==> src/rtl/sar_seq_pkg.sv <==
// Shared types for the serial SAR sequencer.
// Assumes nothing beyond IEEE 1800-2017 enums.
package sar_seq_pkg;
    typedef enum logic [2:0] {
        ST_OFF,     // select high: full shutdown
        ST_SAMPLE,  // counting the two sampling-phase edges
        ST_CONV,    // resolving one bit per falling edge
        ST_REPEAT,  // resending the word lowest bit first
        ST_DONE     // output released, waiting for select to cycle
    } seq_state_t;
endpackage

==> src/rtl/sar_edge_sync.sv <==
// Brings the select line and the data clock into the system clock domain
// and flags falling edges. Assumes both inputs stay stable for several
// system clocks per level. Idle level of both is high after reset.
module sar_edge_sync #(
    parameter int STAGES = 2
) (
    input  logic clk,
    input  logic rst_n,
    input  logic cs_n_in,
    input  logic dclk_in,
    output logic cs_n_s,
    output logic cs_fall,
    output logic dclk_fall
);
    logic [STAGES-1:0] cs_sh;
    logic [STAGES-1:0] dk_sh;
    logic              cs_prev;
    logic              dk_prev;

    // Synchronizer chains plus one extra stage each for edge detection.
    always_ff @(posedge clk) begin
        if (!rst_n) begin
            cs_sh   <= '1;
            dk_sh   <= '1;
            cs_prev <= 1'b1;
            dk_prev <= 1'b1;
        end else begin
            cs_sh   <= {cs_sh[STAGES-2:0], cs_n_in};
            dk_sh   <= {dk_sh[STAGES-2:0], dclk_in};
            cs_prev <= cs_sh[STAGES-1];
            dk_prev <= dk_sh[STAGES-1];
        end
    end

    assign cs_n_s    = cs_sh[STAGES-1];
    assign cs_fall   = cs_prev & ~cs_sh[STAGES-1];
    assign dclk_fall = dk_prev & ~dk_sh[STAGES-1];

    // an edge pulse lasts one system clock, so no bit is decided twice.
    a_r4_fall_single: assert property (@(posedge clk) disable iff (!rst_n)
        dclk_fall |=> !dclk_fall);
endmodule

==> src/rtl/sar_bit_engine.sv <==
// Holds the captured sample and the trial code, and makes one bit decision
// per step. Assumes bits are stepped from the top down after each load,
// so all bits below the current one are still zero.
module sar_bit_engine #(
    parameter int NBITS = 12,
    localparam int IW = $clog2(NBITS)
) (
    input  logic             clk,
    input  logic             rst_n,
    input  logic             load,
    input  logic             step,
    input  logic [IW-1:0]    bit_idx,
    input  logic [NBITS-1:0] sample_in,
    output logic [NBITS-1:0] code,
    output logic             decision
);
    logic [NBITS-1:0] held;
    logic [NBITS-1:0] trial;

    // Trial code: bits kept so far with the current bit set.
    always_comb begin
        trial    = code | ({{(NBITS-1){1'b0}}, 1'b1} << bit_idx);
        decision = (held >= trial);
    end

    // Capture the sample on load, keep or clear the current bit on step.
    always_ff @(posedge clk) begin
        if (!rst_n) begin
            held <= '0;
            code <= '0;
        end else if (load) begin
            held <= sample_in;
            code <= '0;
        end else if (step) begin
            code <= decision ? trial : code;
        end
    end

    // the kept code never exceeds the held sample.
    a_r10_code_bound: assert property (@(posedge clk) disable iff (!rst_n)
        code <= held);
    // a decision never lowers the code.
    a_r10_code_rising: assert property (@(posedge clk) disable iff (!rst_n)
        step |=> code >= $past(code));
endmodule

==> src/rtl/sar_out_seq.sv <==
// Serial readout sequencer: counts falling data-clock edges after a select
// fall, drives the null bit, the top-first word, the repeated word and the
// release, and keeps the power flags. Assumes synchronized inputs.
module sar_out_seq
    import sar_seq_pkg::*;
#(
    parameter int NBITS = 12,
    localparam int IW = $clog2(NBITS),
    localparam int CW = $clog2(NBITS + 1)
) (
    input  logic             clk,
    input  logic             rst_n,
    input  logic             cs_n_s,
    input  logic             cs_fall,
    input  logic             dclk_fall,
    input  logic             decision,
    input  logic [NBITS-1:0] code,
    output logic             load,
    output logic             step,
    output logic [IW-1:0]    bit_idx,
    output logic             dout,
    output logic             dout_oe,
    output logic             pd_analog,
    output logic             pd_full
);
    seq_state_t    state;
    logic [CW-1:0] idx;
    logic          first_seen;

    assign load    = (state == ST_SAMPLE) && dclk_fall && first_seen;
    assign step    = (state == ST_CONV) && dclk_fall;
    assign bit_idx = idx[IW-1:0];
    assign pd_full = (state == ST_OFF);

    // Edge-driven readout state machine; select high overrides everything.
    always_ff @(posedge clk) begin
        if (!rst_n) begin
            state      <= ST_OFF;
            idx        <= '0;
            first_seen <= 1'b0;
            dout       <= 1'b0;
            dout_oe    <= 1'b0;
            pd_analog  <= 1'b0;
        end else if (cs_n_s) begin
            state      <= ST_OFF;
            first_seen <= 1'b0;
            dout       <= 1'b0;
            dout_oe    <= 1'b0;
            pd_analog  <= 1'b0;
        end else begin
            case (state)
                ST_OFF: begin
                    if (cs_fall) state <= ST_SAMPLE;
                end
                ST_SAMPLE: begin
                    if (dclk_fall) begin
                        if (first_seen) begin
                            state   <= ST_CONV;
                            idx     <= CW'(NBITS - 1);
                            dout    <= 1'b0;
                            dout_oe <= 1'b1;
                        end else begin
                            first_seen <= 1'b1;
                        end
                    end
                end
                ST_CONV: begin
                    if (dclk_fall) begin
                        dout <= decision;
                        if (idx == '0) begin
                            state     <= ST_REPEAT;
                            idx       <= CW'(1);
                            pd_analog <= 1'b1;
                        end else begin
                            idx <= idx - 1'b1;
                        end
                    end
                end
                ST_REPEAT: begin
                    if (dclk_fall) begin
                        if (idx == CW'(NBITS)) begin
                            state   <= ST_DONE;
                            dout    <= 1'b0;
                            dout_oe <= 1'b0;
                        end else begin
                            dout <= code[idx[IW-1:0]];
                            idx  <= idx + 1'b1;
                        end
                    end
                end
                default: ;
            endcase
        end
    end

    // the first driven bit of a read is the low null bit.
    a_r3_null_low: assert property (@(posedge clk) disable iff (!rst_n)
        $rose(dout_oe) |-> !dout);
    // select high releases the output and enters shutdown next clock.
    a_r7_abort: assert property (@(posedge clk) disable iff (!rst_n)
        cs_n_s |=> (!dout_oe && pd_full));
    // once released, the output stays off while select stays low.
    a_r6_no_restart: assert property (@(posedge clk) disable iff (!rst_n)
        (state == ST_DONE && !cs_n_s) |=> !dout_oe);
    // the two power flags never show together.
    a_r9_pd_exclusive: assert property (@(posedge clk) disable iff (!rst_n)
        !(pd_full && pd_analog));
endmodule

==> src/rtl/sar_serial_seq.sv <==
// Top of the serial SAR interface sequencer: synchronizer, readout
// sequencer and bit engine. Assumes the data clock half period spans
// at least four system clocks.
module sar_serial_seq #(
    parameter int NBITS       = 12,
    parameter int SYNC_STAGES = 2,
    localparam int IW = $clog2(NBITS)
) (
    input  logic             clk,
    input  logic             rst_n,
    input  logic             cs_n_in,
    input  logic             dclk_in,
    input  logic [NBITS-1:0] sample_in,
    output logic             dout,
    output logic             dout_oe,
    output logic             pd_analog,
    output logic             pd_full
);
    logic             cs_n_s;
    logic             cs_fall;
    logic             dclk_fall;
    logic             load;
    logic             step;
    logic             decision;
    logic [IW-1:0]    bit_idx;
    logic [NBITS-1:0] code;

    sar_edge_sync #(.STAGES(SYNC_STAGES)) u_sync (
        .clk       (clk),
        .rst_n     (rst_n),
        .cs_n_in   (cs_n_in),
        .dclk_in   (dclk_in),
        .cs_n_s    (cs_n_s),
        .cs_fall   (cs_fall),
        .dclk_fall (dclk_fall)
    );

    sar_out_seq #(.NBITS(NBITS)) u_seq (
        .clk       (clk),
        .rst_n     (rst_n),
        .cs_n_s    (cs_n_s),
        .cs_fall   (cs_fall),
        .dclk_fall (dclk_fall),
        .decision  (decision),
        .code      (code),
        .load      (load),
        .step      (step),
        .bit_idx   (bit_idx),
        .dout      (dout),
        .dout_oe   (dout_oe),
        .pd_analog (pd_analog),
        .pd_full   (pd_full)
    );

    sar_bit_engine #(.NBITS(NBITS)) u_eng (
        .clk       (clk),
        .rst_n     (rst_n),
        .load      (load),
        .step      (step),
        .bit_idx   (bit_idx),
        .sample_in (sample_in),
        .code      (code),
        .decision  (decision)
    );

    // the output is only driven outside shutdown.
    a_r2_oe_needs_select: assert property (@(posedge clk) disable iff (!rst_n)
        dout_oe |-> !pd_full);
endmodule

==> config.mk <==
export PLATFORM = sky130hd
export DESIGN_NAME = sar_serial_seq
export DESIGN_NICKNAME = d
export VERILOG_FILES = /design/src/rtl/sar_seq_pkg.sv /design/src/rtl/sar_edge_sync.sv /design/src/rtl/sar_bit_engine.sv /design/src/rtl/sar_out_seq.sv /design/src/rtl/sar_serial_seq.sv
export SDC_FILE = /design/constraint.sdc
export NUM_CORES = 1
export LEC_CHECK = 0
export BUFFER_PORTS_ARGS = -buffer_cell sky130_fd_sc_hd__buf_2
export CAP_MARGIN = 20
export CELL_PAD_IN_SITES_DETAIL_PLACEMENT = 1
export CELL_PAD_IN_SITES_GLOBAL_PLACEMENT = 2
export CORE_MARGIN = 4
export CORE_UTILIZATION = 41
export CTS_CLUSTER_DIAMETER = 40
export DETAILED_ROUTE_END_ITERATION = 6
export GPL_TIMING_DRIVEN = 0
export HOLD_SLACK_MARGIN = 0.05
export PLACE_DENSITY = 0.93
export SETUP_SLACK_MARGIN = 0.2
export SLEW_MARGIN = 20
export SYNTH_ARGS = -nofsm -noshare
export SYNTH_HDL_FRONTEND = slang
export SYNTH_SLANG_ARGS = --single-unit
==> constraint.sdc <==
create_clock -name clk -period 4.8 [get_ports clk]
set_input_delay 0.48 -clock clk [delete_from_list [all_inputs] [get_ports clk]]
set_output_delay 0.48 -clock clk [all_outputs]
set_load 0.01 [all_outputs]
Word-level counts from Yosys, hierarchy flattened
Index checks and enable logic that the tools add are counted.
- input bits: 16
- logic and storage cells: 80
- flip-flop bits (word level): 41
- reduce and logical (&&, ||, !) cells: 17
- order comparisons: 2
- equal/unequal tests: 12
- bitwise logic cells: 6
- multiplexer cells: 28
- shifts and indexed selects: 1
- $add $sub $neg: 2
- operator list (kind ; number):
    two-way mux 4 bit ; 6
    two-way mux 3 bit ; 7
    greater-or-equal comparator 12 bit ; 1
    inequality test 2 x 1 -> 1 bit (second input constant) ; 6
    OR 12 bit ; 1
    case mux 3 bit (4 select lines) ; 1
    case mux 4 bit (3 select lines) ; 1
    << shifter 1 x 4 -> 12 bit (first input constant) ; 1
    two-way mux 1 bit ; 10
    AND reduction 5 bit ; 2
    AND reduction 8 bit ; 1
    AND reduction 7 bit ; 1
    equality test 3 x 2 -> 1 bit (second input constant) ; 2
    less-than comparator 4 x 5 -> 1 bit (second input constant) ; 1
    adder 4 x 1 -> 4 bit (second input constant) ; 1
    binary-select mux 1 bit (select 4 bit) ; 1
    equality test 4 bit (second input constant) ; 1
    logical NOT 4 bit ; 1
    inequality test 2 bit (second input constant) ; 2
    AND reduction 2 bit ; 2
    nonzero test 4 bit ; 1
    OR reduction 2 bit ; 2
    subtractor 4 x 1 -> 4 bit (second input constant) ; 1
    equality test 3 x 1 -> 1 bit (second input constant) ; 1
    other kinds (9) ; 14

Logic depth before layout (Yosys ltp)
Gate-level depths: netlist of the first run.
- depth in word-level cells: 5
- mapped depth: 13
- gate-level depth less buffers: 10

Modules after synthesis
A second synthesis of the first run with hierarchy kept.
- cell total of the unflattened synthesis: 256
- area total of the unflattened synthesis: 2280.9 sq um
- by module, submodules not included (module ; times used ; area each (sq um) ; sequential area each (sq um) ; cells an instance):
    sar_bit_engine ; 1 ; 1343.8 ; 480.5 ; 151
    sar_out_seq ; 1 ; 767.0 ; 220.2 ; 91
    sar_edge_sync ; 1 ; 170.2 ; 120.1 ; 14

Least setup slack after synthesis of the first run
Ideal clock, no wire load.
- path type: register to register
- start point: reg u_seq.idx[0], in the netlist u_seq.bit_idx[0]
- end point: reg u_eng.code[11]
- required time: 4683 ps
- arrival time: 2631 ps
- buffers on the path: 3
- period minus slack after synthesis: 2748 ps
- setup slack: 2052 ps
- stages on the path, launching flop included: 14
- cell sequence: dfxtp_1 -> buf_2 -> inv_1 -> ha_1 -> or3b_1 -> clkbuf_1 -> nand2b_1 -> ha_1 -> nand2b_1 -> a2111oi_0 -> or4_1 -> a31o_1 -> buf_6 -> o2bb2ai_2
- longest elaborated chain between the ends: 4
- RTL lines (item ; RTL line ; text):
    from (decl) ; sar_out_seq.sv:27 ; logic [CW-1:0] idx;
    from (signal assigned) ; sar_out_seq.sv:59 ; idx <= CW'(NBITS - 1);
    from (signal assigned) ; sar_out_seq.sv:75 ; idx <= idx - 1'b1;
    from (signal assigned) ; sar_out_seq.sv:87 ; idx <= idx + 1'b1;
    << shifter 1 x 4 -> 12 bit ; sar_bit_engine.sv:22 ; trial = code | ({{(NBITS-1){1'b0}}, 1'b1} << bit_idx);
    OR 12 bit ; sar_bit_engine.sv:22 ;
    net u_eng.trial[0] ; sar_bit_engine.sv:18 ; logic [NBITS-1:0] trial;
    greater-or-equal comparator 12 bit ; sar_bit_engine.sv:23 ; decision = (held >= trial);
    AND reduction 2 bit (no source line) ; - ;
    to (signal assigned) ; sar_bit_engine.sv:35 ; code <= decision ? trial : code;
    to (decl) ; sar_bit_engine.sv:14 ; output logic [NBITS-1:0] code,
The timed path passes the listed nets, and every way through them passes these cells.
A chain may end at the register's enable or synchronous reset.

Worst setup path after layout of the first run
- start point: reg u_seq.idx[0], in the netlist u_seq.bit_idx[0]
- end point: reg u_eng.code[1]
Same word-level chain as after synthesis.

==> impl_metrics.ini, run 1 <==
[synthesis]
synth_top_cell_by_area = sky130_fd_sc_hd__dfxtp_1
synth_edf_count = 0
syn_avg_cell_area_um2 = 9.861
ys_top_cells_by_area = sky130_fd_sc_hd__dfxtp_1 37%, sky130_fd_sc_hd__ha_1 11%, sky130_fd_sc_hd__o2bb2ai_2 6.7%
synthesis.area_mm2 = 0.002248
synth_largest_type_area_fraction = 0.3651
syn-num-nets = 263
synth_cell_types = 45
netlist_instances = 228
yosys_warnings = 0
most_frequently_used_flop_master_after_synthesis = sky130_fd_sc_hd__dfxtp_1
synthArstFlopShare = 0
seq_total_area_yosys = 0.3651
ys_seq_elements = 41

[finish]
post_route_cells_drive_above_1_share = 0.2095
fin_nets = 289
sequential_cell_area_um2 = 820.8
area_taken_by_multi_input_logic_gates_mm2 = 0.001330
num-fill-cells = 619
area_growth_pct = 11.41
antennaDiodeCount = 0
final_core_utilization = 0.4813

[clocking]
worst_skew_pair.late_latency_ns = 0.29
cts_tree = built
clock-sinks = 41
clk_pin_slew_worst_paths_ns = 0.08
cts_resized = 0
postCtsHoldBufs = 0
ctsLongestPathBuffers = 2
numCtsBuffers = 5
htree_num_levels = 2
post_cts.repair.setup_buffers = 0
cts_root_buf = sky130_fd_sc_hd__clkbuf_8

[power]
pwr_density_cell_mw_per_mm2 = 227.5
switchingPower_w = 0.0001231
seq_power_share = 0.602
power.internal_w = 0.0004466
vdd_ir_drop_max_mv = 0.1331
p_clk_frac = 0.366
swShare = 0.2161
power.combinational.fraction = 0.032
standby_leakage_power_nw = 1.024

[route]
routed_wirelength_normalized_by_instance_count_um = 16.97
vias_per_cell = 5.554
firstDrtPassIters = 4
via_count = 1794
antenna_violating_nets_left = 0
drt_wl_total_um = 5480
drc_errors = 0
detail_route.iter0.violations = 79

[global_route]
global_route_wire_length_before_repair_um = 9190
grt_antenna_before_repair = 0
grt_max_degree = 12
residual_overflow_from_global_routing = 0
globalRouteTotalUtil = 0.1801
number_of_global_route_vias_before_repair = 1850

[timing]
final-hold-violation-count = 0
final.setup_skew_ns = 0.007652
maxSlewViolCount = 0
timing.slew.headroom = 0.6686
fmax_mhz = 288.0
timing.final.crit_period_ns = 3.472
slew_at_the_pin_with_the_worst_max_slew_slack_ns = 0.4972
timing.final.crit_share = 0.7234
finalSetupTns_ns = 0
unrepaired_setup_endpoints_after_global_routing = false
setup_violations = 0

[die]
floorplan.initialDensity = 0.4320
die_x_um = 82.06
die_area_mm2 = 0.006733
design.portCount = 20
die-height_um = 82.06
core.rowCount = 26
placeableCoreArea_mm2 = 0.005205

[placed_design]
dp_hpwl_um = 4187
io_buffers = 19
place.gp.congestion = 0.7832

[hold_path]
worst_hold_path_type = in2reg
whs_path_depth = 2

[setup_path]
critPathRequiredTime_ns = 4.97
critical_path_source_type = register
r2r.worst_path.cells = 13
path_max_fanout = 10
critical_path_type = reg2reg
critPathArrivalTime_ns = 3.64
cp-end-kind = register

[status]
outcome = complete, no violations

[job]
max_cap_viols = 0
[cell type report]
class / count / share of cell area
Sequential cell: 41 / 0.3277
Buffer: 12 / 0.02547
Clock buffer: 5 / 0.02747
Multi-Input combinational cell: 166 / 0.5310
Clock inverter: 1 / 0.001998
Tap cell: 70 / 0.03497
Inverter: 9 / 0.01349
Timing Repair Buffer: 19 / 0.03796
[critical path: stages (launching register included)]
cell                        delay, ns
sky130_fd_sc_hd__dfxtp_1         0.33
sky130_fd_sc_hd__buf_2           0.19
sky130_fd_sc_hd__inv_1           0.15
sky130_fd_sc_hd__ha_1            0.37
sky130_fd_sc_hd__or3b_1          0.38
sky130_fd_sc_hd__clkbuf_1        0.22
sky130_fd_sc_hd__nand2b_1        0.16
sky130_fd_sc_hd__ha_1            0.23
sky130_fd_sc_hd__nand2b_1        0.14
sky130_fd_sc_hd__a2111oi_0       0.48
sky130_fd_sc_hd__or4_1           0.22
sky130_fd_sc_hd__a31o_1          0.21
sky130_fd_sc_hd__buf_6           0.19
sky130_fd_sc_hd__o2bb2ai_2       0.08
[worst paths after layout]
kind / from / slack [ns] / to
setup / recovery: u_seq.bit_idx[0]$_SDFFE_PN0P_ / 1.33 / u_eng.code[1]$_SDFFE_PP0P_
hold / removal: dclk_in / 0.38 / u_sync.dk_sh[0]$_SDFF_PN1_
setup reg to reg: u_seq.bit_idx[0]$_SDFFE_PN0P_ / 1.33 / u_eng.code[1]$_SDFFE_PP0P_
hold reg to reg: u_sync.cs_sh[0]$_SDFF_PN1_ / 0.42 / u_sync.cs_sh[1]$_SDFF_PN1_
[per-stage QoR]
stage	cells	hold slack (ns)	cell area [µm²]	worst slack [ns]	total power (W)
finish	323	0.3793	2505	1.328	0.0005698
global route	323	0.3679	2505	1.056	0.0005989
detailed placement	317	0.4001	2431	1.383	0.0003696
floorplan	228	0.3863	2248	2.052	0.0003597
global placement	317	0.3898	2431	1.564	0.0003689
CTS	323	0.3720	2505	1.335	0.0005774
[flip-flops by register name, indices dropped and copies added, names as in the netlist]
register and count:
u_eng.held 12, u_eng.code 12, u_seq.first_seen 1, u_sync.cs_sh 2
u_seq.bit_idx 4, u_seq.state 3, u_seq.pd_analog 1, u_sync.cs_prev 1
u_sync.dk_prev 1, u_sync.dk_sh 2, u_seq.dout_oe 1, u_seq.dout 1
[power by group through the flow]
stage	Combinational, W	Clock (W)	Sequential (W)
after floorplan	0.00000915	0	0.000351
after global placement	0.0000181	0	0.000351
after detailed placement	0.0000186	0	0.000351
after CTS	0.0000187	0.000216	0.000343
after global routing	0.0000204	0.000235	0.000343
final	0.0000185	0.000208	0.000343
[cell usage after synthesis (2+ instances only)]
cell type,count
sky130_fd_sc_hd__nor2b_1,16
sky130_fd_sc_hd__o21ai_0,8
sky130_fd_sc_hd__o21a_1,2
sky130_fd_sc_hd__o211ai_1,2
sky130_fd_sc_hd__mux2i_1,14
sky130_fd_sc_hd__o2bb2ai_2,10
sky130_fd_sc_hd__inv_1,9
sky130_fd_sc_hd__nand4_1,4
sky130_fd_sc_hd__nand2b_1,8
sky130_fd_sc_hd__nand2_1,6
sky130_fd_sc_hd__dfxtp_1,41
sky130_fd_sc_hd__mux4_2,2
sky130_fd_sc_hd__nand3_1,6
sky130_fd_sc_hd__o211a_1,2
sky130_fd_sc_hd__a21boi_0,3
sky130_fd_sc_hd__nor3b_4,2
sky130_fd_sc_hd__nor2_1,16
sky130_fd_sc_hd__nand3b_1,2
sky130_fd_sc_hd__ha_1,19
sky130_fd_sc_hd__clkbuf_1,4
sky130_fd_sc_hd__buf_2,6
sky130_fd_sc_hd__a21oi_1,20
sky130_fd_sc_hd__o22ai_1,2
sky130_fd_sc_hd__a311oi_1,2
sky130_fd_sc_hd__o2111ai_1,2
[routing by layer]
layer / up-vias / routed length, µm / track usage / share of wire
met5: - / 0 / 0 / 0
met4: 0 / 46 / 0.04817 / 0.0084
met3: 6 / 129 / 0.03070 / 0.024
met2: 23 / 2744 / 0.3142 / 0.50
met1: 881 / 2560 / 0.2275 / 0.47
li1: 884 / - / - / -
[kinds of logic after synthesis]
family                   Yosys count  share of synthesized area
multiplexers                      16                    0.08236
buffers and inverters             21                    0.04340
AO/OA/AOI/OAI                     61                     0.2131
adder cells (fa/ha/maj)           19                     0.1057
AND/OR/NAND/NOR                   70                     0.1903
flip-flops                        41                     0.3651
[cells in the final DEF (no fill, tap or decap), types with 2 or more instances in the layout]
| master | count |
|---|---|
| sky130_fd_sc_hd__nand3_1 | 6 |
| sky130_fd_sc_hd__nand2_1 | 6 |
| sky130_fd_sc_hd__inv_1 | 9 |
| sky130_fd_sc_hd__nand2b_1 | 8 |
| sky130_fd_sc_hd__nor3b_4 | 2 |
| sky130_fd_sc_hd__clkbuf_1 | 4 |
| sky130_fd_sc_hd__o211ai_1 | 2 |
| sky130_fd_sc_hd__o22ai_1 | 2 |
| sky130_fd_sc_hd__o21ai_0 | 8 |
| sky130_fd_sc_hd__o2111ai_1 | 2 |
| sky130_fd_sc_hd__o21a_1 | 2 |
| sky130_fd_sc_hd__o2bb2ai_2 | 10 |
| sky130_fd_sc_hd__clkbuf_8 | 5 |
| sky130_fd_sc_hd__nor2_1 | 16 |
| sky130_fd_sc_hd__nand4_1 | 4 |
| sky130_fd_sc_hd__buf_2 | 25 |
| sky130_fd_sc_hd__a21boi_0 | 3 |
| sky130_fd_sc_hd__o211a_1 | 2 |
| sky130_fd_sc_hd__mux4_2 | 2 |
| sky130_fd_sc_hd__nor2b_1 | 16 |
| sky130_fd_sc_hd__nand3b_1 | 2 |
| sky130_fd_sc_hd__mux2i_1 | 14 |
| sky130_fd_sc_hd__dfxtp_1 | 41 |
| sky130_fd_sc_hd__ha_1 | 19 |
| sky130_fd_sc_hd__a311oi_1 | 2 |
| sky130_fd_sc_hd__a21oi_1 | 20 |
Note: power is estimated with default switching activity, not from simulation.
==> run 2: changes to the inputs <==
CORE_UTILIZATION = 34   (was 41)
PLACE_DENSITY = 0.84   (was 0.93)
clock period = 3.1 ns   (was 4.8 ns; I/O delays follow)
==> impl_metrics.ini, run 2 (synthesis gave the netlist of run 1 again) <==
[clocking]
cts_root_buf = sky130_fd_sc_hd__clkbuf_8
ctsLongestPathBuffers = 2
clock-sinks = 41
numCtsBuffers = 5
cts_tree = built
clk_pin_slew_worst_paths_ns = 0.09
worst_skew_pair.late_latency_ns = 0.30
postCtsHoldBufs = 0
htree_num_levels = 2

[setup_path]
critical_path_type = reg2reg
cp-end-kind = register
path_max_fanout = 10
critPathRequiredTime_ns = 3.32
crit_path_leading_delay_family = simple AND/OR/NAND/NOR gates
critPathArrivalTime_ns = 2.99
cp_num_buf_inv = 4
timing.critical_path.slowest_cell_delay_ns = 0.53
crit_chain = buf_6 > inv_2 > ha_4 > or3b_1 > clkbuf_4 > nand2b_1 > ha_1 > nand2b_1 > a2111oi_2 > or4_4 > a31o_4 > buf_6 > o2bb2ai_2
critPathSlowestCell = sky130_fd_sc_hd__or4_4
critical_path_source_type = register

[die]
die_area_mm2 = 0.007978
design.portCount = 20
die_x_um = 89.32
core.rowCount = 29
floorplan.initialDensity = 0.3521
placeableCoreArea_mm2 = 0.006386
die-height_um = 89.32

[finish]
commonest_cells_after_routing_fill_and_taps_aside = 40 x sky130_fd_sc_hd__dfxtp_1, 23 x sky130_fd_sc_hd__buf_2, 19 x sky130_fd_sc_hd__a21oi_1
antennaDiodeCount = 0
num-fill-cells = 740
final_core_utilization = 0.4167
post_route_cells_drive_above_1_share = 0.2780
fin_nets = 293
mostFrequentLayoutCell = sky130_fd_sc_hd__dfxtp_1
area_growth_pct = 18.36

[global_route]
globalRouteTotalUtil = 0.1578
number_of_global_route_vias_before_repair = 1924
grt_antenna_before_repair = 0
grt_max_degree = 14
residual_overflow_from_global_routing = 0
global_route_wire_length_before_repair_um = 9597

[route]
antenna_violating_nets_left = 0
firstDrtPassIters = 4
drt_wl_total_um = 5727
detail_route.iter0.violations = 83
drc_errors = 0
via_count = 1793
vias_per_cell = 5.336
routed_wirelength_normalized_by_instance_count_um = 17.04

[power]
pwr_density_cell_mw_per_mm2 = 382.4
vdd_ir_drop_max_mv = 0.2458
standby_leakage_power_nw = 1.078

[hold_path]
worst_hold_path_type = in2reg

[timing]
timing.slew.headroom = 0.6911
timing.final.crit_share = 0.8910
slew_at_the_pin_with_the_worst_max_slew_slack_ns = 0.4633
fmax_mhz = 362.0
final-hold-violation-count = 0
timing.final.crit_period_ns = 2.762
final.setup_skew_ns = 0.008278
setup_violations = 0
finalSetupTns_ns = 0
unrepaired_setup_endpoints_after_global_routing = false
maxSlewViolCount = 0

[placed_design]
dp_hpwl_um = 4143
place.gp.congestion = 0.7937
io_buffers = 19

[job]
max_cap_viols = 0

[status]
outcome = complete, no violations
==> run 2: path summary, 6_finish.rpt <==
path	from	to	slack [ns]	cells after the start
worst min register to register	u_sync.dk_sh[0]$_SDFF_PN1_	u_sync.dk_sh[1]$_SDFF_PN1_	0.42	1
worst min-delay path	dclk_in	u_sync.dk_sh[0]$_SDFF_PN1_	0.19	2
worst max-delay path	u_seq.bit_idx[1]$_SDFFE_PN0P_	u_eng.code[9]$_SDFFE_PP0P_	0.34	13
worst max register to register	u_seq.bit_idx[1]$_SDFFE_PN0P_	u_eng.code[9]$_SDFFE_PP0P_	0.34	13
==> run 2: worst register-to-register path: stages (launching register included) <==
cell and delay [ns]:
sky130_fd_sc_hd__dfxtp_2 0.34, sky130_fd_sc_hd__buf_6 0.15, sky130_fd_sc_hd__inv_2 0.10, sky130_fd_sc_hd__ha_4 0.15, sky130_fd_sc_hd__or3b_1 0.33, sky130_fd_sc_hd__clkbuf_4 0.19, sky130_fd_sc_hd__nand2b_1 0.09, sky130_fd_sc_hd__ha_1 0.11
sky130_fd_sc_hd__nand2b_1 0.11, sky130_fd_sc_hd__a2111oi_2 0.06, sky130_fd_sc_hd__or4_4 0.53, sky130_fd_sc_hd__a31o_4 0.25, sky130_fd_sc_hd__buf_6 0.14, sky130_fd_sc_hd__o2bb2ai_2 0.14
==> run 2: stage by stage <==
step,worst slack (ns),cell area [µm²],cells,total power [W],hold WS (ns)
4_1_cts,0.2190,2619,336,0.001029,0.1830
5_1_grt,0.2154,2661,336,0.001059,0.1882
3_5_place_dp,-0.2012,2440,324,0.0005721,0.4064
3_3_place_gp,-0.1553,2440,324,0.0005713,0.3892
6_report,0.3377,2661,336,0.001018,0.1867
2_1_floorplan,0.3524,2248,228,0.0005569,0.3830
==> run 2: final cells by class <==
cell class	count	area (µm²)	share of cell area
multi-input combinational	166	1376	0.5172
sequential	41	822.0	0.3089
clock buffer	6	82.58	0.03103
timing repair buffer	23	128.9	0.04843
clock inverter	2	37.54	0.01410
buffer	12	81.33	0.03056
inverter	9	36.28	0.01363
tap	77	96.34	0.03620
==> run 2: report_power, final <==
group | total, W | internal (W) | switching [W]
Combinational | 0.0000287 | 0.0000139 | 0.0000147
Sequential | 0.000531 | 0.000529 | 0.00000158
Clock | 0.000458 | 0.000262 | 0.000196
==> run 2: repair_timing <==
item | in CTS | in global routing
resized for setup | 12 | 11
cloned | 1 | 0
buffers inserted | 3 | 0
pin swaps | 3 | 3
endpoints found under the setup margin | 13 | 12
==> run 2: metal layers <==
layer / GRT usage / vias to the layer above / routed length (µm)
li1: - / 885 / -
met1: 0.2046 / 870 / 2696
met2: 0.2666 / 30 / 2751
met3: 0.02857 / 8 / 178
met4: 0.04736 / 0 / 102
met5: 0 / - / 0
